$ cat src/rtl/tmr_pkg.sv
package tmr_pkg;

    localparam int TMR_W  = 32;
    localparam int HALF_W = 16;

    typedef struct packed {
        logic       en;        // bit 7
        logic       periodic;  // bit 6
        logic       ie;        // bit 5
        logic       spare;     // bit 4
        logic [1:0] pre;       // bits 3:2
        logic       wide;      // bit 1
        logic       oneshot;   // bit 0
    } ctrl_t;

    typedef enum logic [2:0] {
        OFS_LOAD   = 3'd0,
        OFS_VALUE  = 3'd1,
        OFS_CTRL   = 3'd2,
        OFS_ICLR   = 3'd3,
        OFS_RAW    = 3'd4,
        OFS_MASKED = 3'd5,
        OFS_BGLOAD = 3'd6,
        OFS_SPARE  = 3'd7
    } reg_ofs_e;

    localparam ctrl_t CTRL_RST = '{en: 1'b0, periodic: 1'b0, ie: 1'b1, spare: 1'b0,
                                   pre: 2'b00, wide: 1'b0, oneshot: 1'b0};

    // Keep only the active counter width.
    function automatic logic [TMR_W-1:0] fit(input logic [TMR_W-1:0] v, input logic wide);
        return wide ? v : {{(TMR_W-HALF_W){1'b0}}, v[HALF_W-1:0]};
    endfunction

    // Value the counter takes when it reloads under control word c.
    function automatic logic [TMR_W-1:0] refill(input ctrl_t c, input logic [TMR_W-1:0] ld);
        if (!c.periodic && !c.oneshot)
            return fit({TMR_W{1'b1}}, c.wide);
        return fit(ld, c.wide);
    endfunction

endpackage

$ cat src/rtl/tmr_prescaler.sv
module tmr_prescaler #(
    parameter int SHIFT_A = 4,
    parameter int SHIFT_B = 8
) (
    input  logic       clk,
    input  logic       rst,
    input  logic       tick,
    input  logic       run,
    input  logic [1:0] sel,
    input  logic       restart,
    output logic       step
);
    localparam int PW = SHIFT_B;
    localparam logic [PW-1:0] LIM_A = PW'((1 << SHIFT_A) - 1);
    localparam logic [PW-1:0] LIM_B = PW'((1 << SHIFT_B) - 1);

    logic [PW-1:0] cnt_q;
    logic [PW-1:0] lim;

    always_comb begin
        case (sel)
            2'b01:   lim = LIM_A;
            2'b10:   lim = LIM_B;
            default: lim = '0;
        endcase
    end

    assign step = tick && run && (cnt_q >= lim);

    always_ff @(posedge clk) begin
        if (rst || restart)
            cnt_q <= '0;
        else if (tick && run)
            cnt_q <= (cnt_q >= lim) ? '0 : cnt_q + 1'b1;
    end

endmodule

$ cat src/rtl/tmr_counter.sv
module tmr_counter
    import tmr_pkg::*;
(
    input  logic             clk,
    input  logic             rst,
    input  ctrl_t            ctrl,
    input  logic             step,
    input  logic             load_now,
    input  logic [TMR_W-1:0] load_din,
    input  logic [TMR_W-1:0] reload_val,
    output logic [TMR_W-1:0] value,
    output logic             hit
);
    logic [TMR_W-1:0] cnt_q;

    assign value = fit(cnt_q, ctrl.wide);
    assign hit   = step && !load_now && (value == TMR_W'(1));

    always_ff @(posedge clk) begin
        if (rst)
            cnt_q <= '0;
        else if (load_now)
            cnt_q <= refill(ctrl, load_din);
        else if (step) begin
            if (value == '0)
                cnt_q <= ctrl.oneshot ? '0 : refill(ctrl, reload_val);
            else
                cnt_q <= fit(value - 1'b1, ctrl.wide);
        end
    end

endmodule

$ cat src/rtl/tmr_top.sv
module tmr_top
    import tmr_pkg::*;
#(
    parameter int ADDR_W      = 4,
    parameter int PRE_SHIFT_A = 4,
    parameter int PRE_SHIFT_B = 8
) (
    input  logic              clk,
    input  logic              rst,
    input  logic              tick,
    input  logic              wr_en,
    input  logic [ADDR_W-1:0] addr,
    input  logic [TMR_W-1:0]  wdata,
    output logic [TMR_W-1:0]  rd_data,
    output logic              irq
);
    ctrl_t            ctrl_q;
    logic [TMR_W-1:0] load_q;
    logic             raw_q;
    logic [TMR_W-1:0] cnt_value;
    logic             zero_hit;
    logic             step;

    logic     in_map;
    reg_ofs_e ofs;
    logic     wr_load, wr_bg, wr_ctrl, wr_iclr, pre_restart;

    assign in_map  = ((addr >> 3) == '0);
    assign ofs     = reg_ofs_e'(addr[2:0]);
    assign wr_load = wr_en && in_map && (ofs == OFS_LOAD);
    assign wr_bg   = wr_en && in_map && (ofs == OFS_BGLOAD);
    assign wr_ctrl = wr_en && in_map && (ofs == OFS_CTRL);
    assign wr_iclr = wr_en && in_map && (ofs == OFS_ICLR);
    assign pre_restart = wr_ctrl && (wdata[3:2] != ctrl_q.pre);

    always_ff @(posedge clk) begin
        if (rst) begin
            ctrl_q <= CTRL_RST;
            load_q <= '0;
            raw_q  <= 1'b0;
        end else begin
            if (wr_ctrl)
                ctrl_q <= ctrl_t'(wdata[7:0]);
            if (wr_load || wr_bg)
                load_q <= wdata;
            if (zero_hit)
                raw_q <= 1'b1;
            else if (wr_iclr)
                raw_q <= 1'b0;
        end
    end

    tmr_prescaler #(
        .SHIFT_A(PRE_SHIFT_A),
        .SHIFT_B(PRE_SHIFT_B)
    ) u_pre (
        .clk    (clk),
        .rst    (rst),
        .tick   (tick),
        .run    (ctrl_q.en),
        .sel    (ctrl_q.pre),
        .restart(pre_restart),
        .step   (step)
    );

    tmr_counter u_cnt (
        .clk       (clk),
        .rst       (rst),
        .ctrl      (ctrl_q),
        .step      (step),
        .load_now  (wr_load),
        .load_din  (wdata),
        .reload_val(load_q),
        .value     (cnt_value),
        .hit       (zero_hit)
    );

    assign irq = raw_q && ctrl_q.ie;

    always_comb begin
        rd_data = '0;
        if (in_map) begin
            case (ofs)
                OFS_LOAD, OFS_BGLOAD: rd_data = load_q;
                OFS_VALUE:            rd_data = cnt_value;
                OFS_CTRL:             rd_data = {{(TMR_W-8){1'b0}}, ctrl_q};
                OFS_RAW:              rd_data = {{(TMR_W-1){1'b0}}, raw_q};
                OFS_MASKED:           rd_data = {{(TMR_W-1){1'b0}}, raw_q && ctrl_q.ie};
                default:              rd_data = '0;
            endcase
        end
    end

endmodule

$ cat config.mk
export PLATFORM = sky130hd
export DESIGN_NAME = tmr_top
export DESIGN_NICKNAME = d
export VERILOG_FILES = /design/src/rtl/tmr_pkg.sv /design/src/rtl/tmr_prescaler.sv /design/src/rtl/tmr_counter.sv /design/src/rtl/tmr_top.sv
export SDC_FILE = /design/constraint.sdc
export NUM_CORES = 1
export LEC_CHECK = 0
export BUFFER_PORTS_ARGS = -buffer_cell sky130_fd_sc_hd__buf_2
export CORE_UTILIZATION = 30
export DETAILED_ROUTE_END_ITERATION = 8
export REMOVE_ABC_BUFFERS = 1
export SLEW_MARGIN = 40
export SYNTH_ARGS = -nofsm -noshare
export SYNTH_HDL_FRONTEND = slang
export SYNTH_SLANG_ARGS = --single-unit
$ cat constraint.sdc
create_clock -name clk -period 6.3 [get_ports clk]
set_input_delay 0.315 -clock clk [delete_from_list [all_inputs] [get_ports clk]]
set_output_delay 0.315 -clock clk [all_outputs]
set_load 0.01 [all_outputs]
---- Yosys cells after proc, flatten, opt, wreduce, memory -nomap -nowiden ----
Index checks and enable logic that the tools add are counted.
cells by class
  $add $sub $neg .......................... 2
  muxes and demuxes ....................... 25
  magnitude comparators ................... 1
  equal/unequal tests ..................... 10
  reduce and logical (&&, ||, !) cells .... 23
operator list
  kind                   count
  $mux 32                13
  $pmux 32 s5            1
  $eq 32x1->1 const B    1
  $logic_not 32->1       1
  $sub 32x1->32 const B  1
  $pmux 8 s2             1
  $logic_and 1x1->1      12
  $eq 3x3->1 const B     3
  $mux 1                 9
  $add 8x1->8 const B    1
  $ge 8x8->1             1
  $mux 8                 1
  $eq 3x2->1 const B     2
  $logic_not 4->1        1
  $reduce_bool 2->1      2
  $eq 3x1->1 const B     1
  $logic_not 1->1        3
  $logic_not 3->1        1
  $eq 2x1->1 const B     1
  $eq 2x2->1 const B     1
  $logic_or 1x1->1       2
  $ne 2x2->1             1
  $reduce_or 2->1        1
word-level totals
  bits of input ports ..................... 40
  output and inout bits ................... 33
  logic and storage cells ................. 72
  register bits after elaboration ......... 81

---- Logic depth before layout (Yosys ltp) ----
  word-level depth ........................ 12
  depth in mapped cells ................... 11
  gate-level depth less buffers ........... 10

---- Hierarchy ----
A second synthesis with hierarchy kept.
unflattened totals
  cell total of the unflattened synthesis .. 752
  area total of the unflattened synthesis .. 5555.3 um2
by module, submodules not included
  module         area each (um2)  cells each  sequential area each (um2)  instances
  tmr_counter    2881.5           411         640.6                       1
  tmr_top        2105.8           275         820.8                       1
  tmr_prescaler  568.0            66          160.2                       1

---- Worst setup path after synthesis ----
OpenSTA, ideal clock, no wires.
  path kind ............................... register -> register
  start point ............................. register ctrl_q[2] (netlist bit)
  end point ............................... register u_cnt.cnt_q[17]
  period minus slack after synthesis ...... 2.443 ns
  path buffers ............................ 2
  cell stages (with the launch flop) ...... 11
  library setup time ...................... 0.135 ns
  data required time ...................... 6.165 ns
  slack ................................... 3.857 ns
  arrival time ............................ 2.308 ns
  cell sequence ........................... dfxtp_1 -> inv_1 -> ha_1 -> ha_1 -> a211oi_1 -> o41ai_2 -> o21ai_2 -> buf_2 -> buf_2 -> a31oi_1 -> o32ai_2
between the ends
  word-level cells in the longest chain between the ends .. 5
  elaborated cells between the ends (all ways) .. 6
  classes of those cells .................. 1 x order compare; 2 x eq/ne; 1 x mux; 2 x reduce/logical
ends and longest elaborated chain
  item                                             line                 text
  start, declared                                  tmr_top.sv:17        ctrl_t ctrl_q;
  start signal, assigned                           tmr_top.sv:43        ctrl_q <= ctrl_t'(wdata[7:0]);
  $eq 2x2->1 / $eq 2x1->1 (equally long branches)  tmr_prescaler.sv:21  case (sel)
  $pmux 8 s2 (*)                                   tmr_prescaler.sv:21
  $ge 8x8->1 (*)                                   tmr_prescaler.sv:28  assign step = tick && run && (cnt_q >= lim);
  $logic_and 1x1->1 (*)                            tmr_prescaler.sv:28
  $reduce_bool 2->1 (no line) (*)                  --
  end signal, assigned                             tmr_counter.sv:23    cnt_q <= refill(ctrl, load_din);
  end signal, assigned                             tmr_counter.sv:26    cnt_q <= ctrl.oneshot ? '0 : refill(ctrl, reload_val);
  end signal, assigned                             tmr_counter.sv:28    cnt_q <= fit(value - 1'b1, ctrl.wide);
  end, declared                                    tmr_counter.sv:14    logic [TMR_W-1:0] cnt_q;
Mark *: on every way between the ends. The rest lies on a longest branch, timed or not.
A chain may end at the register's enable or synchronous reset.

---- Worst setup path after layout ----
  start point ............................. register ctrl_q[2] (netlist bit)
  end point ............................... register u_pre.cnt_q[4]
between the ends
  word-level cells in the longest chain between the ends .. 4
  elaborated cells between the ends (all ways) .. 8
  classes of those cells .................. 1 x order compare; 3 x eq/ne; 2 x mux; 2 x reduce/logical
ends and longest elaborated chain
  item                                             line                 text
  $eq 2x2->1 / $eq 2x1->1 (equally long branches)  tmr_prescaler.sv:21
  $pmux 8 s2                                       tmr_prescaler.sv:21
  $ge 8x8->1                                       tmr_prescaler.sv:34  cnt_q <= (cnt_q >= lim) ? '0 : cnt_q + 1'b1;
  $mux 8                                           tmr_prescaler.sv:34
  end signal, assigned                             tmr_prescaler.sv:34
  end, declared                                    tmr_prescaler.sv:17  logic [PW-1:0] cnt_q;
Several ways; a longest one is shown, not always the timed one.

==> flow_metrics.env <==
export IMPL_worstPathRequired_ns=6.54
export IMPL_drive_above_1_share_pct=16.3
export IMPL_routed_wl_mm=18.1
export IMPL_hold_path_class="in2reg"
export IMPL_worstSkewPairLatency_ns=0.36
export IMPL_final_core_util_pct=35.4
export IMPL_fp_coreArea_sq_um=17400
export IMPL_ir_drop_v=0.000142
export IMPL_grt_overflow_total=0
export IMPL_htreeDepth=3
export IMPL_synth_xor_area_share_pct=3.41
export IMPL_grt_pass1_wl_mm=29.1
export IMPL_cts_path_max_buffers=2
export IMPL_tns_ns=0
export IMPL_slew_headroom_pct=43.3
export IMPL_muxShareOfSynthArea_pct=0.557
export IMPL_critPathMaxFanout=8
export IMPL_finalSetupViolCount=0
export IMPL_cts_tree="done"
export IMPL_synth_top_family_by_area="simple AND/OR/NAND/NOR gates"
export IMPL_critPathMaxStageDelay_ns=0.55
export IMPL_nNetsFinal=835
export IMPL_ctsHoldBuffers=0
export IMPL_synth_warnings=0
export IMPL_yosysSeqAreaShare_pct=30.1
export IMPL_ys_ff_latch=81
export IMPL_syn_area_per_cell_sq_um=7.14
export IMPL_synth_distinct_cells=68
export IMPL_cpMaxStageDelayCell="nor2_1"
export IMPL_clkTransAtPathRegs_ns=0.06
export IMPL_area_growth_pct=14.4
export IMPL_cts_setup_buffers=0
export IMPL_cts_resized=0
export IMPL_min_path_cells=3
export IMPL_routabilityCongestion=0.859
export IMPL_place_port_buffers=72
export IMPL_die_y_microns=136
export IMPL_route_detailed_wl_per_inst_microns=17.8
export IMPL_cp_cell_sequence="inv_1, ha_1, ha_1, a211oi_1, o41ai_2, nor2_1, nor2_1, or3_1, nor2_1"
export IMPL_syn_inst=755
export IMPL_period_minus_slack_ns=2.89
export IMPL_row_count=48
export IMPL_dp_hpwl_mm=11.9
export IMPL_yosys_area_share_simple_pct=28.9
export IMPL_maxCapViolations=0
export IMPL_antenna_cells=0
export IMPL_initial_core_util_pct=31.0
export IMPL_cp_start_kind="flop"
export IMPL_status="finished, final reports clean"
export IMPL_antenna_found_initial=0
export IMPL_ios=73
export IMPL_synth_compound_area_share_pct=28.5
export IMPL_crit_type="reg2reg"
export IMPL_synthArstFlopShare_pct=0
export IMPL_end_kind="flop"
export IMPL_synth_area_sq_um=5390
export IMPL_die_area_sq_um=18500
export IMPL_tightestPinTransition_ns=0.846
export IMPL_crit_top_cell="nor2_1"
export IMPL_grt_use_total_pct=20.3
export IMPL_first_iter_violations=495
export IMPL_via_count=5673
export IMPL_fmax_mhz=346
export IMPL_root_buffer="clkbuf_16"
export IMPL_grt_pass1_vias=5290
export IMPL_die_w_microns=136
export IMPL_leakagePower_nw=2.27
export IMPL_drv_slew=0
export IMPL_synth_enable_flop_cells=0
export IMPL_drtPass1Iterations=5
export IMPL_antenna_left=0
export IMPL_cp_arrival_ns=3.13
export IMPL_cts_made_buffers=9
export IMPL_viasPerCell=5.58
export IMPL_synthAdderAreaFrac_pct=2.09
export IMPL_ys_flop_type="dfxtp_1"
export IMPL_finClkSkew_ns=0.0109
export IMPL_powerDensity_nw_per_um2=212
export IMPL_rsz0062_at_grt="false"
export IMPL_drc=0
export IMPL_reg2regPathDepth=9
export IMPL_cts_sinks=81
export IMPL_grt_max_degree=79
export IMPL_finalHoldViolCount=0
export IMPL_fin_crit_sh_pct=45.9
[synthesized netlist by cell type, drive strengths merged (15+ instances only)]
library cell	count	share of area [%]
nand3	20	1.9
inv	15	1.0
a22oi	37	5.1
o21ai	46	4.3
dfxtp	81	30
nand2	107	7.4
buf	19	2.2
nor2	106	7.6
a21oi	71	6.6
nor4	15	2.8
a211oi	15	2.1
clkbuf	47	3.3
nor3	33	3.2
[where the power goes]
part / leakage, nW / total, mW / switching (mW) / internal (mW)
combinational: 1.48 / 0.244 / 0.157 / 0.0866
sequential: 0.655 / 0.532 / 0.0111 / 0.521
clock: 0.138 / 0.533 / 0.233 / 0.301
[layout make-up]
type / count / area [sq um]
Inverter: 15 / 56.3
Clock inverter: 3 / 23.8
Clock buffer: 13 / 270
Timing Repair Buffer: 86 / 469
Multi-Input combinational cell: 593 / 3450
Sequential cell: 81 / 1620
Tap cell: 225 / 282
Fill cell: 1867 / 11200
[metal layers]
layer  track usage, %  vias up  wire [microns]
li1                 -     2784               -
met1             27.9     2673            8610
met2             31.7      184            8120
met3             3.62       32             985
met4             6.79        0             406
met5                0        -               0
[critical path: cells and delay by family (launching register included)]
family          cells  cell delay, ns
buf+inv             1            0.06
fa+ha+maj           2            0.64
simple gates        4            1.10
compound gates      2            0.57
flops               1            0.39
[layout by cell type, fill, tap and decap left out, types with 3 or more instances in the layout]
cell	Yosys	final
nand2_1	107	107
nor2_1	104	103
dfxtp_1	81	81
buf_2	13	72
a21oi_1	71	71
o21ai_0	38	38
a22oi_1	37	37
nor3_1	31	30
nand3_1	20	19
a211oi_1	15	15
inv_1	14	14
buf_4	0	13
xor2_1	12	12
nor4_1	10	10
xnor2_1	9	9
a31oi_1	9	9
ha_1	9	9
clkbuf_16	0	9
and2_1	8	8
or3_1	8	8
o21ai_1	7	7
o22ai_1	7	7
nand4_1	6	6
a311oi_1	6	6
o21bai_1	5	5
or4_1	4	4
o211ai_1	4	4
o31ai_1	4	4
o32ai_1	4	4
nand2b_1	3	3
mux2i_1	3	3
nor4_4	3	3
nor3_2	2	3
nand3b_1	3	3
clkbuf_8	0	3
[path summary, 6_finish.rpt]
kind / endpoint / from / slack [ns]
max: u_pre.cnt_q[4] / ctrl_q[2] / 3.41
min: load_q[18] / wdata[18] / 0.20
max reg2reg: u_pre.cnt_q[4] / ctrl_q[2] / 3.41
min reg2reg: ctrl_q[4] / ctrl_q[4] / 0.47
[registers in the layout, summed over array words and instances, names as in the netlist]
signal and flops:
load_q 32, u_cnt.cnt_q 32, ctrl_q 8, u_pre.cnt_q 8
raw_q 1
[stage by stage]
step                      power (mW)  area (sq um)  std cells  setup WS, ns  hold WS [ns]
after floorplan                0.694          5100        689          3.46         0.383
after global placement         0.782          5860       1000          3.49         0.451
after detailed placement       0.784          5870       1000          3.40         0.459
after CTS                       1.31          6160       1016          3.39         0.197
after global routing            1.36          6170       1016          3.22         0.208
final                           1.31          6170       1016          3.41         0.201
[logic make-up after synthesis]
logic type               count (synthesis)
AO/OA/AOI/OAI                          233
XOR/XNOR                                21
adder cells (fa/ha/maj)                  9
buffers and inverters                   81
flip-flops                              81
multiplexers                             3
AND/OR/NAND/NOR                        327
Power figures use the tool's default switching activity.
